File: config.mk
export PLATFORM = sky130hd
export DESIGN_NAME = poll_irq_ctrl
export DESIGN_NICKNAME = d
export VERILOG_FILES = /design/src/rtl/poll_pkg.sv /design/src/rtl/poll_addr_gen.sv /design/src/rtl/poll_fsm.sv /design/src/rtl/poll_report.sv /design/src/rtl/poll_irq_ctrl.sv
export SDC_FILE = /design/constraint.sdc
export NUM_CORES = 1
export LEC_CHECK = 0
export BUFFER_PORTS_ARGS = -buffer_cell sky130_fd_sc_hd__buf_2
export CAP_MARGIN = 40
export CELL_PAD_IN_SITES_DETAIL_PLACEMENT = 1
export CELL_PAD_IN_SITES_GLOBAL_PLACEMENT = 1
export CORE_AREA = 2 2 39 41
export CTS_BUF_LIST = sky130_fd_sc_hd__clkbuf_8
export DETAILED_ROUTE_END_ITERATION = 8
export DIE_AREA = 0 0 41 43
export HOLD_SLACK_MARGIN = 0.02
export PLACE_DENSITY_LB_ADDON = 0.1
export SYNTH_ARGS = -nofsm -noshare
export SYNTH_HDL_FRONTEND = slang
export SYNTH_HIERARCHICAL = 1
export SYNTH_SLANG_ARGS = --single-unit
File: constraint.sdc
create_clock -name clk -period 4.2 [get_ports clk]
set_clock_uncertainty 0.1 [all_clocks]
set_input_delay 0.84 -clock clk [delete_from_list [all_inputs] [get_ports clk]]
set_output_delay 0.84 -clock clk [all_outputs]
set_load 0.03 [all_outputs]
File: src/rtl/poll_pkg.sv
// Shared types for the polling interrupt controller.
// Assumes nothing beyond a synchronous design style.
package poll_pkg;
    typedef enum logic [1:0] {
        ST_IDLE = 2'd0,
        ST_POLL = 2'd1,
        ST_HOLD = 2'd2
    } poll_state_t;
endpackage

File: src/rtl/poll_addr_gen.sv
// Address counter for the polling lines. It counts up by one on each step
// while a sweep runs and falls back to zero once the sweep ends.
// Assumes ADDR_W >= 1 and that run is high only in the polling state.
module poll_addr_gen #(
    parameter int N_DEV  = 8,
    parameter int ADDR_W = $clog2(N_DEV)
) (
    input  logic              clk,
    input  logic              rst_n,
    input  logic              run,
    input  logic              step,
    output logic [ADDR_W-1:0] addr_q,
    output logic [ADDR_W-1:0] addr_out,
    output logic              last
);
    localparam logic [ADDR_W-1:0] LAST_ADDR = ADDR_W'(N_DEV - 1);

    logic [ADDR_W-1:0] cnt;

    // Counter: advance on step, hold on a hit, clear when not polling.
    always_ff @(posedge clk) begin
        if (!rst_n)            cnt <= '0;
        else if (!run)         cnt <= '0;
        else if (step)         cnt <= cnt + 1'b1;
    end

    // Outputs: lines read zero outside a sweep.
    always_comb begin
        addr_q   = cnt;
        addr_out = run ? cnt : '0;
        last     = (cnt == LAST_ADDR);
    end


    addr_step_chk: assert property (@(posedge clk) disable iff (!rst_n)
        (run && step) |=> (addr_q == ADDR_W'($past(addr_q) + 1'b1)));
endmodule

File: src/rtl/poll_fsm.sv
// Sequencer: idle until the shared request is seen, poll one address per
// cycle, then hold after a hit until acknowledged.
// Assumes resp_line is valid in the same cycle as the address it answers.
module poll_fsm
    import poll_pkg::*;
(
    input  logic clk,
    input  logic rst_n,
    input  logic irq_line,
    input  logic resp_line,
    input  logic ack,
    input  logic last,
    output logic polling,
    output logic advance,
    output logic hit,
    output logic miss
);
    poll_state_t state, state_d;

    // Decode this cycle's outcome of the sweep.
    always_comb begin
        polling = (state == ST_POLL);
        hit     = polling && resp_line;
        miss    = polling && !resp_line && last;
        advance = polling && !resp_line && !last;
    end

    // Next-state selection.
    always_comb begin
        state_d = state;
        case (state)
            ST_IDLE: if (irq_line) state_d = ST_POLL;
            ST_POLL: if (hit) state_d = ST_HOLD;
                     else if (miss) state_d = ST_IDLE;
            ST_HOLD: if (ack) state_d = ST_IDLE;
            default: state_d = ST_IDLE;
        endcase
    end

    // State register.
    always_ff @(posedge clk) begin
        if (!rst_n) state <= ST_IDLE;
        else        state <= state_d;
    end


    hold_until_ack_chk: assert property (@(posedge clk) disable iff (!rst_n)
        (state == ST_HOLD && !ack) |=> (state == ST_HOLD));

    idle_ignores_ack_chk: assert property (@(posedge clk) disable iff (!rst_n)
        (state == ST_IDLE && !irq_line) |=> (state == ST_IDLE));
endmodule

File: src/rtl/poll_report.sv
// Result registers: capture the winning address and raise the valid or
// spurious strobe for one cycle.
// Assumes hit and miss are never high together.
module poll_report #(
    parameter int ADDR_W = 3
) (
    input  logic              clk,
    input  logic              rst_n,
    input  logic              hit,
    input  logic              miss,
    input  logic [ADDR_W-1:0] addr_in,
    output logic [ADDR_W-1:0] dev_id,
    output logic              dev_valid,
    output logic              spurious
);
    // Strobes last a single cycle; the id is kept until the next hit.
    always_ff @(posedge clk) begin
        if (!rst_n) begin
            dev_id    <= '0;
            dev_valid <= 1'b0;
            spurious  <= 1'b0;
        end else begin
            dev_valid <= hit;
            spurious  <= miss;
            if (hit) dev_id <= addr_in;
        end
    end


    valid_pulse_chk: assert property (@(posedge clk) disable iff (!rst_n)
        dev_valid |=> !dev_valid);

    spur_pulse_chk: assert property (@(posedge clk) disable iff (!rst_n)
        spurious |=> !spurious);

    spur_excl_chk: assert property (@(posedge clk) disable iff (!rst_n)
        !(spurious && dev_valid));
endmodule

File: src/rtl/poll_irq_ctrl.sv
// Priority polling interrupt controller top. It sweeps encoded device
// addresses in ascending order (device 0 first) after the shared request
// rises, and reports the first responder or flags a spurious request.
// Assumes N_DEV is a power of two and at least 2.
module poll_irq_ctrl #(
    parameter int N_DEV  = 8,
    localparam int ADDR_W = $clog2(N_DEV)
) (
    input  logic              clk,
    input  logic              rst_n,
    input  logic              irq_line,
    input  logic              resp_line,
    input  logic              ack,
    output logic [ADDR_W-1:0] poll_addr,
    output logic              poll_active,
    output logic              dev_valid,
    output logic [ADDR_W-1:0] dev_id,
    output logic              spurious
);
    logic              polling, advance, hit, miss, last;
    logic [ADDR_W-1:0] addr_q;

    poll_fsm u_fsm (
        .clk(clk), .rst_n(rst_n), .irq_line(irq_line), .resp_line(resp_line),
        .ack(ack), .last(last), .polling(polling), .advance(advance),
        .hit(hit), .miss(miss)
    );

    poll_addr_gen #(.N_DEV(N_DEV), .ADDR_W(ADDR_W)) u_addr (
        .clk(clk), .rst_n(rst_n), .run(polling), .step(advance),
        .addr_q(addr_q), .addr_out(poll_addr), .last(last)
    );

    poll_report #(.ADDR_W(ADDR_W)) u_rep (
        .clk(clk), .rst_n(rst_n), .hit(hit), .miss(miss), .addr_in(addr_q),
        .dev_id(dev_id), .dev_valid(dev_valid), .spurious(spurious)
    );

    // Sweep indicator to the bus side.
    always_comb poll_active = polling;


    sweep_start_chk: assert property (@(posedge clk) disable iff (!rst_n)
        $rose(poll_active) |-> (poll_addr == '0));

    no_poll_on_valid_chk: assert property (@(posedge clk) disable iff (!rst_n)
        dev_valid |-> !poll_active);
endmodule

==> impl_metrics.ini, run 1 <==
[worst_setup_path]
worstPathMaxFanout = 7
start_kind = flop
startpoint = u_fsm/state[0]
required_ns = 3.26
max_stage_delay_ns = 0.37
rr_worst_depth = 5
crit_path_top_delay_cell = dfxtp_1
critPathCapture = poll_addr[1]
r2r_end = u_addr/addr_q[1]
critPathKind = reg2out
r2r_start = u_addr/addr_q[0]
cp.arrival_ns = 1.21
cp_cell_sequence = nor2b_2 -> and2_1 -> buf_2
end_kind = output port
r2r_slack_ns = 2.39

[pwr]
powerDensity_mw_per_mm2 = 381
p_comb_frac = 0.076
p_sw_mw = 0.0445
ir_drop_mv = 0.172
p_int_mw = 0.167
p_seq_frac = 0.465
p_leak_nw = 0.255
p_clk_frac = 0.458
swShare = 0.211

[final_layout]
fin_area_um2 = 554
area_growth_pct = 29.5
drive_gt1_frac = 0.339
insertedDiodeCount = 0
multiInputGateArea_um2 = 228
fill_cells = 167
seqCellArea_um2 = 200
nets = 65

[sta]
rsz0062_at_grt = no
setup_viol = 0
slew_headroom = 0.625
finalCritPeriodShare = 0.512
timing.fmax_mhz = 465
report.final.slew_viol_count = 0
worstMarginPinSlew_ns = 0.561
fin_crit_ns = 2.15
tns_ns = 0
hold_viol = 0

[floorplan]
die_y_um = 43
coreArea_mm2 = 0.00138
start_util = 0.309
dieArea_mm2 = 0.00176
die_w_um = 41
rows = 14
pin_count = 14

[route]
vias = 344
ant_nets = 0
wl_um = 942
drc = 0
via_per_inst = 4.78
dr.pass1.iters = 2
drtIter0Drc = 3
post_drt_wl_per_cell_um = 13.1

[cts]
root_buffer = clkbuf_8
clkTransAtPathRegs_ns = 0.05
cts-buffers-inserted = 3
htree_levels = 1
clock_path_buffers = 2
cts_tree = yes
cts_num_sinks = 10
holdBufCountCts = 0
cts.repair.resized = 0
clk_latency_ns = 0.23
cts_setup_buffers = 0

[synthesis]
syn_area_per_cell_um2 = 10.7
synth_compound_area_frac = 0.0292
synthMuxAreaShare = 0.117
ys_seq_elements = 10
mappedNetlistNets = 47
synth.distinct_cells = 17
syn_area_um2 = 428
synth_top_family_by_area = simple AND/OR/NAND/NOR gates
netlist_instances = 40
synthAdderAreaFrac = 0.0585
synthXorXnorAreaFrac = 0.0205
yosys_warnings = 6
ys_seq_area_frac = 0.468
yosys.area_share.simple = 0.307

[place]
io_buffer_count = 13
gp_congestion = 0.645
post_dp_cell_area_um2 = 513

[worst_hold_path]
hp-class = reg2reg

[global_route]
gr-total-overflow = 0
grt_pass1_wl_um = 1490
grt.total_usage = 0.138
grt_max_degree = 9
antenna_found_initial = 0
grt_pass1_vias = 347

[run_status]
outcome = complete, no violations

[job]
drv_cap = 0
## logic make-up (layout without fill, tap and decap cells)
| group | after synthesis | in the layout |
|---|---|---|
| compound gates | 2 | 2 |
| xor+xnor | 1 | 1 |
| fa+ha+maj | 2 | 2 |
| buf+inv | 0 | 16 |
| flops | 10 | 10 |
| mux | 5 | 5 |
| simple gates | 20 | 20 |
## per-layer routing
layer	global-route usage	wire length [µm]	vias to the layer above
met4	0.100	10	0
met1	0.129	354	163
met3	0.0628	65	2
met5	0	0	-
met2	0.219	512	12
li1	-	-	167
## cell type report
class | instances | area share
flip-flops and latches | 10 | 0.361
multi-input cells | 30 | 0.411
clock buffers | 3 | 0.0745
repair buffers | 13 | 0.117
well taps | 16 | 0.0361
## critical path: cells and delay by family (launching register included)
| kind | cells | cell delay (ns) |
|---|---|---|
| and+or+nand+nor | 2 | 0.42 |
| DFF | 1 | 0.37 |
| buffers and inverters | 1 | 0.19 |
## power groups by stage
| stage | logic [mW] | clock network (mW) | registers [mW] |
|---|---|---|---|
| detailed placement | 0.0164 | 0 | 0.100 |
| finish | 0.0161 | 0.0968 | 0.0983 |
| global route | 0.0178 | 0.107 | 0.0984 |
| floorplan | 0.0102 | 0 | 0.100 |
| CTS | 0.0165 | 0.100 | 0.0983 |
| global placement | 0.0157 | 0 | 0.0998 |
## registers in the layout (all words and copies together), names as in the netlist
signal           flops
u_rep/dev_id         3
u_rep/dev_valid      1
u_rep/spurious       1
u_addr/addr_q        3
u_fsm/state          2
## Yosys cell counts
cell type,n,area [µm²]
a21oi_1,1,5.00
and2_1,4,25.0
and2_2,1,7.51
and3b_1,2,17.5
dfxtp_1,10,200
ha_1,2,25.0
mux2i_1,5,50.1
nand2_1,1,3.75
nand2b_1,1,6.26
nand2b_2,1,8.76
nor2_1,3,11.3
nor2b_1,3,18.8
nor2b_2,1,8.76
nor3b_1,2,15.0
o21a_1,1,7.51
or3b_1,1,8.76
xnor2_1,1,8.76
## stage by stage
step                      hold slack (ns)   util  worst slack (ns)  total power [mW]  instances
final                               0.425  0.401              2.05             0.211         72
after global routing                0.456  0.401              1.94             0.223         72
after CTS                           0.430  0.401              2.03             0.215         72
after detailed placement            0.417  0.371              2.16             0.116         69
after global placement              0.398  0.371              2.27             0.116         69
after floorplan                     0.401      -              2.15             0.110         40
## placed cells by master, fill, tap and decap left out, types with 2 or more instances in the layout
cell type and n:
buf_2 13, dfxtp_1 10, mux2i_1 5, and2_1 4
clkbuf_8 3, nor2_1 3, nor2b_1 3, ha_1 2
and3b_1 2, nor3b_1 2
## worst min-delay path by stage
stage	start	to	slack (ns)	depth (start not counted)
finish	u_rep/dev_id[1]	u_rep/dev_id[1]	0.43	2
global route	u_rep/dev_id[1]	u_rep/dev_id[1]	0.46	2
CTS	u_rep/dev_id[1]	u_rep/dev_id[1]	0.43	2
detailed placement	u_rep/dev_id[1]	u_rep/dev_id[1]	0.42	2
global placement	u_rep/dev_id[1]	u_rep/dev_id[1]	0.40	2
floorplan	u_addr/addr_q[1]	u_addr/addr_q[1]	0.40	2
No activity file was read; power rests on OpenSTA's default activity.
==> inputs of run 2 (changes only) <==
- ABC_AREA: not set -> 1
- CORE_AREA: 2 2 39 41 -> not set
- CORE_UTILIZATION: not set -> 35
- DIE_AREA: 0 0 41 43 -> not set
- clock period: 4.2 -> 2.05 ns (I/O delays scaled with it)
==> impl_metrics.ini, run 2 <==
[run_status]
outcome = complete, no violations

[sta]
hold_viol = 0
slew_headroom = 0.854
worstMarginPinSlew_ns = 0.218
tns_ns = 0
rsz0062_at_grt = no
finalCritPeriodShare = 0.796
setup_viol = 0
timing.fmax_mhz = 612
fin_crit_ns = 1.63
fin_ws_ns = 0.417
report.final.slew_viol_count = 0

[route]
vias = 426
via_per_inst = 4.35
drtIter0Drc = 3
drc = 0
wl_um = 999
dr.pass1.iters = 4
ant_nets = 0
post_drt_wl_per_cell_um = 10.2

[worst_setup_path]
critPathKind = reg2out
cp.arrival_ns = 1.12
r2r_slack_ns = 0.57
required_ns = 1.54
worstPathMaxFanout = 8
cp_cell_sequence = inv_2 -> nor2_4 -> nand2_1 -> inv_1 -> buf_2
start_kind = flop
crit_path_top_delay_cell = dfxtp_1
end_kind = output port
max_stage_delay_ns = 0.32

[synthesis]
postSynth.asyncResetShare = 0
ys_seq_area_frac = 0.423
ys_seq_elements = 10
synthXorXnorAreaFrac = 0
synth.area.top_cells = dfxtp_1, nand2_1, inv_1
syn_area_per_cell_um2 = 6.96
synth_compound_area_frac = 0.0291
synth-edff-count = 0
yosys.area_share.simple = 0.360
netlist_instances = 68
synthAdderAreaFrac = 0.0529
synth_top_family_by_area = simple AND/OR/NAND/NOR gates
synth_top_area_frac = 0.423
mappedNetlistNets = 75
synth.distinct_cells = 14
synthMuxAreaShare = 0
yosys_warnings = 6
yosys.area.top_type = dfxtp_1
ys_top_cells_by_count = nand2_1, inv_1, dfxtp_1, nor2_1, nor2_2
yosysMostFrequentCell = nand2_1
syn_area_um2 = 473
synthFlopType = dfxtp_1

[pwr]
p_int_mw = 0.349
p_seq_frac = 0.444
p_comb_frac = 0.129
p_clk_frac = 0.427
p_leak_nw = 0.327
powerDensity_mw_per_mm2 = 779
swShare = 0.249
p_sw_mw = 0.116
ir_drop_mv = 0.246

[cts]
clkTransAtPathRegs_ns = 0.05
cts_tree = yes
htree_levels = 1
clk_latency_ns = 0.23
cts.repair.resized = 0
cts-buffers-inserted = 3
cts_setup_buffers = 0
clock_path_buffers = 2
holdBufCountCts = 0
cts_num_sinks = 10
root_buffer = clkbuf_8

[place]
gp_congestion = 0.679
place_ws_ns = 0.563
io_buffer_count = 13
dp_hpwl_um = 762
post_dp_cell_area_um2 = 556
dp_cells = 95

[worst_hold_path]
hp-class = in2reg

[global_route]
grt.total_usage = 0.173
grt_pass1_wl_um = 1670
antenna_found_initial = 0
grt_max_degree = 9
grt_pass1_vias = 388
gr-total-overflow = 0

[floorplan]
dieArea_mm2 = 0.00150
coreArea_mm2 = 0.00119
start_util = 0.399
die_w_um = 38.8
pin_count = 14
die_y_um = 38.8
rows = 12

[final_layout]
nets = 93
final_cells = 98
fill_cells = 167
layout_commonest_cell = nand2_1
fin_area_um2 = 597
multiInputGateArea_um2 = 209
seqCellArea_um2 = 200
final_util = 0.503
drive_gt1_frac = 0.286
most-common-layout-cells = nand2_1, inv_1, buf_2
area_growth_pct = 26.2
insertedDiodeCount = 0

[job]
drv_cap = 0
[run 2: cell count changes after synthesis, sizes merged, moves of 2 or more]
cell	previous run	this run
nand2	1	20
inv	0	16
nor2	3	14
and2	5	0
mux2i	5	0
nor2b	4	0
and3b	2	0
nand2b	2	0
nand3b	0	2
nor3b	2	0
[run 2: stage by stage]
step / total power, mW / hold WS (ns)
2_1_floorplan: 0.252 / 0.400
3_3_place_gp: 0.268 / 0.357
3_5_place_dp: 0.270 / 0.362
4_1_cts: 0.474 / 0.347
5_1_grt: 0.491 / 0.363
6_report: 0.465 / 0.348
[run 2: power by group through the flow]
stage / logic (mW) / registers [mW] / clock network (mW)
CTS: 0.0605 / 0.206 / 0.207
finish: 0.0600 / 0.206 / 0.199
detailed placement: 0.0598 / 0.210 / 0
global placement: 0.0584 / 0.210 / 0
floorplan: 0.0339 / 0.218 / 0
global route: 0.0667 / 0.207 / 0.217
[run 2: path summary, 6_finish.rpt]
path                            to  cells past startpoint        startpoint
hold / removal      u_rep/spurious                      3             rst_n
setup / recovery      poll_addr[0]                      5    u_fsm/state[0]
hold reg to reg    u_rep/dev_id[2]                      2   u_rep/dev_id[2]
setup reg to reg  u_addr/addr_q[0]                      8  u_addr/addr_q[0]
[run 2: final cells by class]
cell class | instances | share of cell area
sequential | 10 | 0.335
inverter | 17 | 0.107
tap | 14 | 0.0294
timing repair buffer | 13 | 0.109
clock buffer | 3 | 0.0692
multi-input combinational | 41 | 0.350
[run 2: kinds of logic after synthesis]
group / count (synthesis)
compound gates: 2
simple gates: 37
flops: 10
fa+ha+maj: 2
buf+inv: 17
[run 2: critical path: cells and delay by family (launching register included)]
| kind | cells | cell delay, ns |
|---|---|---|
| DFF | 1 | 0.32 |
| and+or+nand+nor | 2 | 0.29 |
| buffers and inverters | 3 | 0.29 |
[run 2: routing by layer]
| metal | global-route usage | part of all wire |
|---|---|---|
| met4 | 0.155 | 0.020 |
| met3 | 0.0173 | 0.031 |
| met1 | 0.213 | 0.48 |
| met5 | 0 | 0 |
| met2 | 0.263 | 0.47 |
==> inputs of run 3 (changes only) <==
- ABC_AREA: 1 -> 0
- CORE_UTILIZATION: 35 -> 33
- clock period: 2.05 -> 1.48 ns (I/O delays scaled with it)
==> impl_metrics.ini, run 3 (synthesis gave the netlist of run 1 again) <==
[run_status]
outcome = finished, violations left
violations = negative setup slack

[sta]
fin_crit_ns = 1.49
rsz0062_at_grt = yes
fin_ws_ns = -0.00730
report.final.slew_viol_count = 0
slew_headroom = 0.827
setup_viol = 1
worstMarginPinSlew_ns = 0.259
tns_ns = -0.00730
finalCritPeriodShare = 1.00
hold_viol = 0
timing.fmax_mhz = 672

[worst_setup_path]
worstPathMaxFanout = 3
required_ns = 1.50
r2r_start = u_addr/addr_q[0]
start_kind = flop
cp.arrival_ns = 1.51
critPathKind = reg2reg
end_kind = flop
startpoint = u_addr/addr_q[0]

[final_layout]
most-common-layout-cells = buf_2, dfxtp_1, buf_6, mux2i_1, clkbuf_8
fill_cells = 124
fin_area_um2 = 677
final_util = 0.585
final_cells = 75
nets = 69
insertedDiodeCount = 0
area_growth_pct = 58.2
layout_commonest_cell = buf_2
drive_gt1_frac = 0.541

[place]
post_dp_cell_area_um2 = 543
io_buffer_count = 13
dp_hpwl_um = 712
dp_cells = 70
gp_congestion = 0.669
place_ws_ns = -0.0571

[route]
vias = 341
via_per_inst = 4.55
wl_um = 1040
drc = 0
drtIter0Drc = 1
post_drt_wl_per_cell_um = 13.9
ant_nets = 0
dr.pass1.iters = 2

[global_route]
grt_max_degree = 9
grt_pass1_vias = 363
gr-total-overflow = 0
grt_pass1_wl_um = 1680
antenna_found_initial = 0
grt.total_usage = 0.191

[floorplan]
pin_count = 14
start_util = 0.370
die_y_um = 38.0
coreArea_mm2 = 0.00116
die_w_um = 38.0
dieArea_mm2 = 0.00144
rows = 12

[cts]
root_buffer = clkbuf_8
cts-buffers-inserted = 3
htree_levels = 1
cts_tree = yes
clkTransAtPathRegs_ns = 0.05
cts_num_sinks = 10
clk_latency_ns = 0.24
clock_path_buffers = 2

[pwr]
p_comb_frac = 0.094
powerDensity_mw_per_mm2 = 1020
p_seq_frac = 0.403
ir_drop_mv = 0.656
swShare = 0.214
p_leak_nw = 0.290
p_int_mw = 0.544
p_clk_frac = 0.503
p_sw_mw = 0.148

[worst_hold_path]
hp-start = irq_line
hp-class = in2reg

[job]
drv_cap = 0
-- run 3: changes by cell type in the layout (fill, tap and decap cells not counted), sizes merged, moves of 4 or more --
cell   delta
nor2b     +4
mux2i     +5
buf       +4
nand2    -19
nor2     -11
and2      +5
inv      -16
-- run 3: routing by layer --
| metal | routed length (µm) | up-vias | part of all wire | GRT usage |
|---|---|---|---|---|
| li1 | - | 177 | - | - |
| met1 | 463 | 152 | 0.44 | 0.192 |
| met2 | 498 | 10 | 0.48 | 0.297 |
| met3 | 54 | 2 | 0.052 | 0.105 |
| met4 | 27 | 0 | 0.026 | 0.134 |
| met5 | 0 | - | 0 | 0 |
-- run 3: path summary, 6_finish.rpt --
| check | end | depth (start not counted) | slack (ns) |
|---|---|---|---|
| min reg2reg | u_rep/dev_id[1] | 2 | 0.42 |
| max | u_addr/addr_q[2] | 5 | -0.007 |
| max reg2reg | u_addr/addr_q[2] | 5 | -0.007 |
| min | u_fsm/state[0] | 3 | 0.20 |
-- run 3: power groups by stage --
stage,registers (mW),clock network (mW),logic [mW]
floorplan,0.285,0,0.0309
global placement,0.284,0,0.0502
detailed placement,0.284,0,0.0527
CTS,0.280,0.357,0.0567
global route,0.279,0.370,0.0698
finish,0.279,0.348,0.0647
-- run 3: stage by stage --
step | hold slack (ns) | total power [mW]
floorplan | 0.314 | 0.316
global placement | 0.397 | 0.334
detailed placement | 0.416 | 0.337
CTS | 0.192 | 0.693
global route | 0.210 | 0.719
finish | 0.195 | 0.692
-- run 3: area by class of cell --
| type | count | area (µm²) | share of cell area |
|---|---|---|---|
| tap | 14 | 17.5 | 0.0259 |
| timing repair buffer | 17 | 124 | 0.183 |
| clock buffer | 4 | 55.1 | 0.0813 |
| multi-input combinational | 30 | 277 | 0.409 |
| sequential | 10 | 204 | 0.301 |
-- run 3: what timing repair did --
action	CTS	global route
setup endpoints to repair	6	7
resized for setup	12	8
pin swaps	1	3
setup buffers	0	1
hold buffers	0	0
-- run 3: worst max-delay path, cell delays in order (launching register included) --
cell and delay [ns]:
dfxtp_2 0.33, ha_4 0.16, ha_4 0.16, nor3b_4 0.26
mux2i_1 0.27, nor2_1 0.08
